==> src/rtl/poe_sup_pkg.sv <==
package poe_sup_pkg;
  typedef enum logic {ST_IDLE, ST_ON} supState_t;

  typedef struct packed {
    logic load;
    logic run;
  } ctrlStrobe_t;

  typedef struct packed {
    logic ovTrip;
    logic ucTrip;
  } dpFlags_t;
endpackage

==> src/rtl/poe_sup_datapath.sv <==
module poe_sup_datapath
  import poe_sup_pkg::*;
#(
  parameter int CUR_W       = 10,
  parameter int OVLD_TICKS  = 60,
  parameter int FAST_TICKS  = 10,
  parameter int UC_TICKS    = 350,
  parameter int START_TICKS = 60,
  parameter int HOLD_CODE   = 3,
  parameter int REL_CODE    = 2,
  parameter int FAST_SHIFT  = 3,
  parameter int CUT_C0      = 109,
  parameter int CUT_C1      = 28,
  parameter int CUT_C2      = 50,
  parameter int CUT_C3      = 109,
  parameter int CUT_C4      = 187
) (
  input  logic              clk,
  input  logic              rstN,
  input  logic              msTick,
  input  ctrlStrobe_t       strobe,
  input  logic [2:0]        classCode,
  input  logic              autoPolice,
  input  logic [CUR_W-1:0]  progCutoff,
  input  logic              dualMode,
  input  logic [CUR_W-1:0]  curCode,
  input  logic              atLimit,
  output dpFlags_t          flags,
  output logic              startDone
);
  localparam int OV_W  = $clog2(OVLD_TICKS + 1);
  localparam int UC_W  = $clog2(UC_TICKS + 1);
  localparam int ST_W  = $clog2(START_TICKS + 1);
  localparam int EXT_W = CUR_W + FAST_SHIFT;

  logic [2:0]       classQ;
  logic [CUR_W-1:0] cutoff;
  logic [CUR_W-1:0] classCut [8];
  logic             overload, extreme, under, holdOk;
  logic [OV_W-1:0]  ovCnt;
  logic [OV_W:0]    ovNext, ovLimit;
  logic [UC_W-1:0]  ucCnt;
  logic [UC_W:0]    ucNext;
  logic [ST_W-1:0]  stCnt;

  // Class cutoff table; codes above 4 fall back to class 0
  for (genvar c = 0; c < 8; c++) begin : g_cut
    localparam int CV = (c == 1) ? CUT_C1 : (c == 2) ? CUT_C2 :
                        (c == 3) ? CUT_C3 : (c == 4) ? CUT_C4 : CUT_C0;
    assign classCut[c] = CUR_W'(CV);
  end

  always_ff @(posedge clk or negedge rstN)
    if (!rstN)            classQ <= '0;
    else if (strobe.load) classQ <= classCode;

  always_comb begin
    cutoff   = autoPolice ? classCut[classQ] : progCutoff;
    overload = (curCode >= cutoff) || atLimit;
    extreme  = dualMode &&
               ({{FAST_SHIFT{1'b0}}, curCode} >= ({{FAST_SHIFT{1'b0}}, cutoff} << FAST_SHIFT));
    ovLimit  = extreme ? (OV_W+1)'(FAST_TICKS) : (OV_W+1)'(OVLD_TICKS);
    ovNext   = {1'b0, ovCnt} + 1'b1;
    under    = curCode < CUR_W'(REL_CODE);
    holdOk   = curCode > CUR_W'(HOLD_CODE);
    ucNext   = {1'b0, ucCnt} + 1'b1;
    flags.ovTrip = strobe.run && msTick && overload && (ovNext >= ovLimit);
    flags.ucTrip = strobe.run && msTick && under && (ucNext >= (UC_W+1)'(UC_TICKS));
    startDone    = stCnt >= ST_W'(START_TICKS);
  end

  always_ff @(posedge clk or negedge rstN) begin
    if (!rstN) begin
      ovCnt <= '0;
      ucCnt <= '0;
      stCnt <= '0;
    end else if (!strobe.run) begin
      ovCnt <= '0;
      ucCnt <= '0;
      stCnt <= '0;
    end else if (msTick) begin
      ovCnt <= overload ? ovNext[OV_W-1:0] : '0;
      if (holdOk)     ucCnt <= '0;
      else if (under) ucCnt <= ucNext[UC_W-1:0];
      if (!startDone) stCnt <= stCnt + 1'b1;
    end
  end

  logic unusedExt;
  assign unusedExt = ^EXT_W;
endmodule

==> src/rtl/poe_sup_ctrl.sv <==
module poe_sup_ctrl
  import poe_sup_pkg::*;
(
  input  logic        clk,
  input  logic        rstN,
  input  logic        detValid,
  input  logic        dualMode,
  input  dpFlags_t    flags,
  input  logic        startDone,
  output ctrlStrobe_t strobe,
  output logic        portEn,
  output logic        limHigh,
  output logic        ovldEvt,
  output logic        discEvt
);
  supState_t state;

  always_comb begin
    strobe.load = (state == ST_IDLE) && detValid;
    strobe.run  = (state == ST_ON);
    portEn      = (state == ST_ON);
    limHigh     = portEn && dualMode && startDone;
  end

  always_ff @(posedge clk or negedge rstN) begin
    if (!rstN) begin
      state   <= ST_IDLE;
      ovldEvt <= 1'b0;
      discEvt <= 1'b0;
    end else begin
      ovldEvt <= 1'b0;
      discEvt <= 1'b0;
      unique case (state)
        ST_IDLE: if (detValid) state <= ST_ON;
        ST_ON: begin
          if (flags.ovTrip) begin
            state   <= ST_IDLE;
            ovldEvt <= 1'b1;
          end else if (flags.ucTrip) begin
            state   <= ST_IDLE;
            discEvt <= 1'b1;
          end
        end
        default: state <= ST_IDLE;
      endcase
    end
  end
endmodule

==> src/rtl/poe_port_supervisor.sv <==
module poe_port_supervisor
  import poe_sup_pkg::*;
#(
  parameter int CUR_W       = 10,
  parameter int OVLD_TICKS  = 60,
  parameter int FAST_TICKS  = 10,
  parameter int UC_TICKS    = 350,
  parameter int START_TICKS = 60
) (
  input  logic             clk,
  input  logic             rstN,
  input  logic             msTick,
  input  logic             detValid,
  input  logic [2:0]       classCode,
  input  logic             autoPolice,
  input  logic [CUR_W-1:0] progCutoff,
  input  logic             dualMode,
  input  logic [CUR_W-1:0] curCode,
  input  logic             atLimit,
  output logic             portEn,
  output logic             limHigh,
  output logic             ovldEvt,
  output logic             discEvt
);
  ctrlStrobe_t strobe;
  dpFlags_t    flags;
  logic        startDone;

  poe_sup_datapath #(
    .CUR_W(CUR_W), .OVLD_TICKS(OVLD_TICKS), .FAST_TICKS(FAST_TICKS),
    .UC_TICKS(UC_TICKS), .START_TICKS(START_TICKS)
  ) dp (
    .clk(clk), .rstN(rstN), .msTick(msTick), .strobe(strobe),
    .classCode(classCode), .autoPolice(autoPolice), .progCutoff(progCutoff),
    .dualMode(dualMode), .curCode(curCode), .atLimit(atLimit),
    .flags(flags), .startDone(startDone)
  );

  poe_sup_ctrl ctl (
    .clk(clk), .rstN(rstN), .detValid(detValid), .dualMode(dualMode),
    .flags(flags), .startDone(startDone), .strobe(strobe),
    .portEn(portEn), .limHigh(limHigh), .ovldEvt(ovldEvt), .discEvt(discEvt)
  );
endmodule

==> config.mk <==
export PLATFORM = sky130hd
export DESIGN_NAME = poe_port_supervisor
export DESIGN_NICKNAME = d
export VERILOG_FILES = /design/src/rtl/poe_sup_pkg.sv /design/src/rtl/poe_sup_datapath.sv /design/src/rtl/poe_sup_ctrl.sv /design/src/rtl/poe_port_supervisor.sv
export SDC_FILE = /design/constraint.sdc
export NUM_CORES = 1
export LEC_CHECK = 0
export BUFFER_PORTS_ARGS = -buffer_cell sky130_fd_sc_hd__clkbuf_2
export CAP_MARGIN = 5
export CORE_MARGIN = 5
export CORE_UTILIZATION = 57
export CTS_BUF_LIST = sky130_fd_sc_hd__clkbuf_16
export DETAILED_ROUTE_END_ITERATION = 10
export PLACE_DENSITY_LB_ADDON = 0.12
export SLEW_MARGIN = 20
export SYNTH_ARGS = -nofsm -noshare
export SYNTH_HDL_FRONTEND = slang
export SYNTH_SLANG_ARGS = --single-unit
==> constraint.sdc <==
create_clock -name clk -period 4.35 [get_ports clk]
set_input_delay 0.6525 -clock clk [delete_from_list [all_inputs] [get_ports clk]]
set_output_delay 0.6525 -clock clk [all_outputs]
set_load 0.1 [all_outputs]
==> out/results.ini <==
[cells_and_area]
diodes = 0
final-instance-count-excl-fill = 324
drive_gt1_share_pct = 14.9
area_growth_syn_to_layout_pct = 13.1
nFillCells = 324
finalInstanceArea_um2 = 2390
layout.nets = 334
final_common_cell = clkbuf_2
mostFrequentLayoutCells = clkbuf_2, o21ai_0, ha_1, dfrtp_1, nand2_1

[power_and_ir_drop]
max-vdd-ir-drop_mv = 0.256
p_per_area_nw_per_um2 = 315
leakage_nw = 1.17

[synth]
synth_nets = 303
ys_dominant_reg_cell = dfrtp_1
synth_warnings = 0
synth.distinct_cells = 50
syn_area_um2 = 2120
avgSynthCellArea_um2 = 8.61
ys_ff_latch = 27
ys_seq_area_share_pct = 31.9
synth_edf_count = 0
async_flop_share_pct = 100
syn_inst = 246

[timing]
post-route-period-util_pct = 83.7
setup_tns_ns = 0
rsz0062_at_grt = false
finClkSkew_ns = 0.0104
setup_viol = 0
fin_crit_ns = 3.64
worstMarginPinSlew_ns = 0.695
finalHoldViolCount = 0
whs_ns = 0.406
fin_ws_ns = 0.711
maxSlewHeadroom_pct = 53.7
fmax_ghz = 0.275
slew_violations = 0

[global_routing]
grt_first_pass_wirelength_mm = 7.42
grt_use_total_pct = 18.0
grt_max_degree = 28
grt_pass1_vias = 1685
antenna_found_initial = 0
grt-ovfl-total = 0

[floorplanning]
dieArea_um2 = 5030
rows = 22
die_h_um = 70.9
die_w_um = 70.9
ios = 34
coreArea_um2 = 3630
initial_core_util_pct = 58.3

[routing]
via_per_inst = 5.77
vias = 1870
wl_mm = 4.41
post_drt_wl_per_cell_um = 13.6
dr.pass1.iters = 4
ant_nets = 0
drtIter0Drc = 90
drc = 0

[clock_tree]
cts-root-buf = clkbuf_16
htree_levels = 1
cts_buffers = 3
ctsHoldBuffers = 0
cts_tree = done
clk_pin_slew_ns = 0.07
clock_latency_ns = 0.26
cts_resized = 0
cts_sinks = 27
cts_setup_buffers = 0
clockBufferDepth = 2

[placement]
dp_hpwl_mm = 3.53
dp_cells = 320
dpl-instance-area_um2 = 2310
io_buffers = 33
gp_congestion = 0.837
dp_slack_ns = 0.489

[worst_setup_path]
slowest_stage = or4b_2
r2r_slack_ns = 0.71
required_ns = 4.53
arrival_ns = 3.82
path_common_cell = ha_1
r2r_cells = 16
crit_chain = inv_1 -> ha_1 -> a31oi_1 -> ha_1 -> or4b_2 -> a31oi_1 -> o32ai_1 -> nor2_1 -> a21oi_1 -> o21ai_0 -> ha_1 -> nand2_1 -> a21boi_0 -> o2111ai_1 -> a21oi_2 -> nor3b_2
reg2reg_to = ctl.portEn
crit_type = reg2reg
cp-end-kind = flip-flop
worst-path-max-fanout = 4
critPathLaunchType = flip-flop
r2r_start = dp.classQ[0]
cpPeakStageDelay_ns = 0.57

[hold_path]
hp-class = in2async

[outcome]
status = finished clean

[flow_run]
maxCapViolCount = 0

through the flow:
stage	utilization (%)	power, mW
4_1_cts	65.9	0.764
6_report	65.9	0.754
2_1_floorplan	-	0.488
3_3_place_gp	63.6	0.544
3_5_place_dp	63.6	0.550
5_1_grt	65.9	0.815
critical path: cells and delay by family, from the launching register on:
| family | cells | cell delay, ns |
|---|---|---|
| AOI/OAI and AO/OA | 8 | 1.27 |
| DFF | 1 | 0.35 |
| adders and majority gates | 3 | 0.93 |
| buffers and inverters | 1 | 0.09 |
| and+or+nand+nor | 4 | 0.92 |
how the worst max path moves through the flow:
stage	from	to	depth (start not counted)	slack (ns)
floorplan	autoPolice	ctl.portEn	15	0.73
global placement	autoPolice	ctl.portEn	16	0.58
detailed placement	autoPolice	ctl.portEn	16	0.49
CTS	dp.classQ[1]	ctl.portEn	16	0.70
global route	dp.classQ[0]	ctl.portEn	16	0.46
finish	dp.classQ[0]	ctl.portEn	16	0.71
registers in the layout, indices dropped and copies added (netlist names):
| signal | flops |
|---|---|
| ctl.ovldEvt | 1 |
| ctl.portEn | 1 |
| dp.classQ | 3 |
| dp.ucCnt | 9 |
| dp.ovCnt | 6 |
| ctl.discEvt | 1 |
| dp.stCnt | 6 |
metal layers:
metal  routed length, um  vias up  track usage [%]  share of wire, %
li1                    -      959                -                 -
met1                2030      859             23.6                46
met2                2080       41             30.2                47
met3                 214       11             3.98               4.9
met4                  76        0             4.59               1.7
met5                   0        -                0                 0
cell usage after synthesis (2+ instances only):
master	number	area, um^2
a21o_1	3	22.5
ha_1	27	338
a21oi_1	10	50.1
nor4_1	3	18.8
mux2i_1	5	50.1
o2bb2ai_1	2	17.5
nand2b_1	7	43.8
and3_1	2	12.5
and4_1	2	17.5
nand3_1	16	80.1
nor3_1	3	15.0
nor2b_1	4	25.0
a31oi_1	4	25.0
o21a_1	2	15.0
a211oi_1	4	30.0
nor2_1	18	67.6
inv_1	12	45.0
clkbuf_1	5	18.8
o21ai_1	2	10.0
dfrtp_1	27	676
nand2_1	25	93.8
o31ai_1	5	37.5
o21ai_0	27	135
xor2_1	5	43.8
final cells by class:
class | instances | area (um^2) | share of cell area, %
Multi-Input combinational cell | 200 | 1370 | 57.0
Sequential cell | 27 | 676 | 28.2
Timing Repair Buffer | 33 | 165 | 6.90
Clock buffer | 3 | 75.1 | 3.14
Tap cell | 48 | 60.1 | 2.51
Inverter | 12 | 45.0 | 1.88
Clock inverter | 1 | 7.51 | 0.314
kinds of logic (layout without fill, tap and decap cells):
group / after synthesis / count (layout) / share of synthesized area (%)
AND/OR/NAND/NOR: 90 / 90 / 21.5
XOR/XNOR: 6 / 6 / 2.48
adder cells (fa/ha/maj): 27 / 27 / 16.0
flip-flops: 27 / 27 / 31.9
multiplexers: 5 / 5 / 2.36
AO/OA/AOI/OAI: 72 / 72 / 22.2
buffers and inverters: 19 / 49 / 3.61
report_power, final:
group / leakage, nW / switching (mW) / internal, mW
sequential: 0.350 / 0.0466 / 0.292
combinational: 0.780 / 0.112 / 0.0938
clock: 0.0371 / 0.0845 / 0.125
total: 1.17 / 0.243 / 0.511
Note: power is estimated with default switching activity, not from simulation.
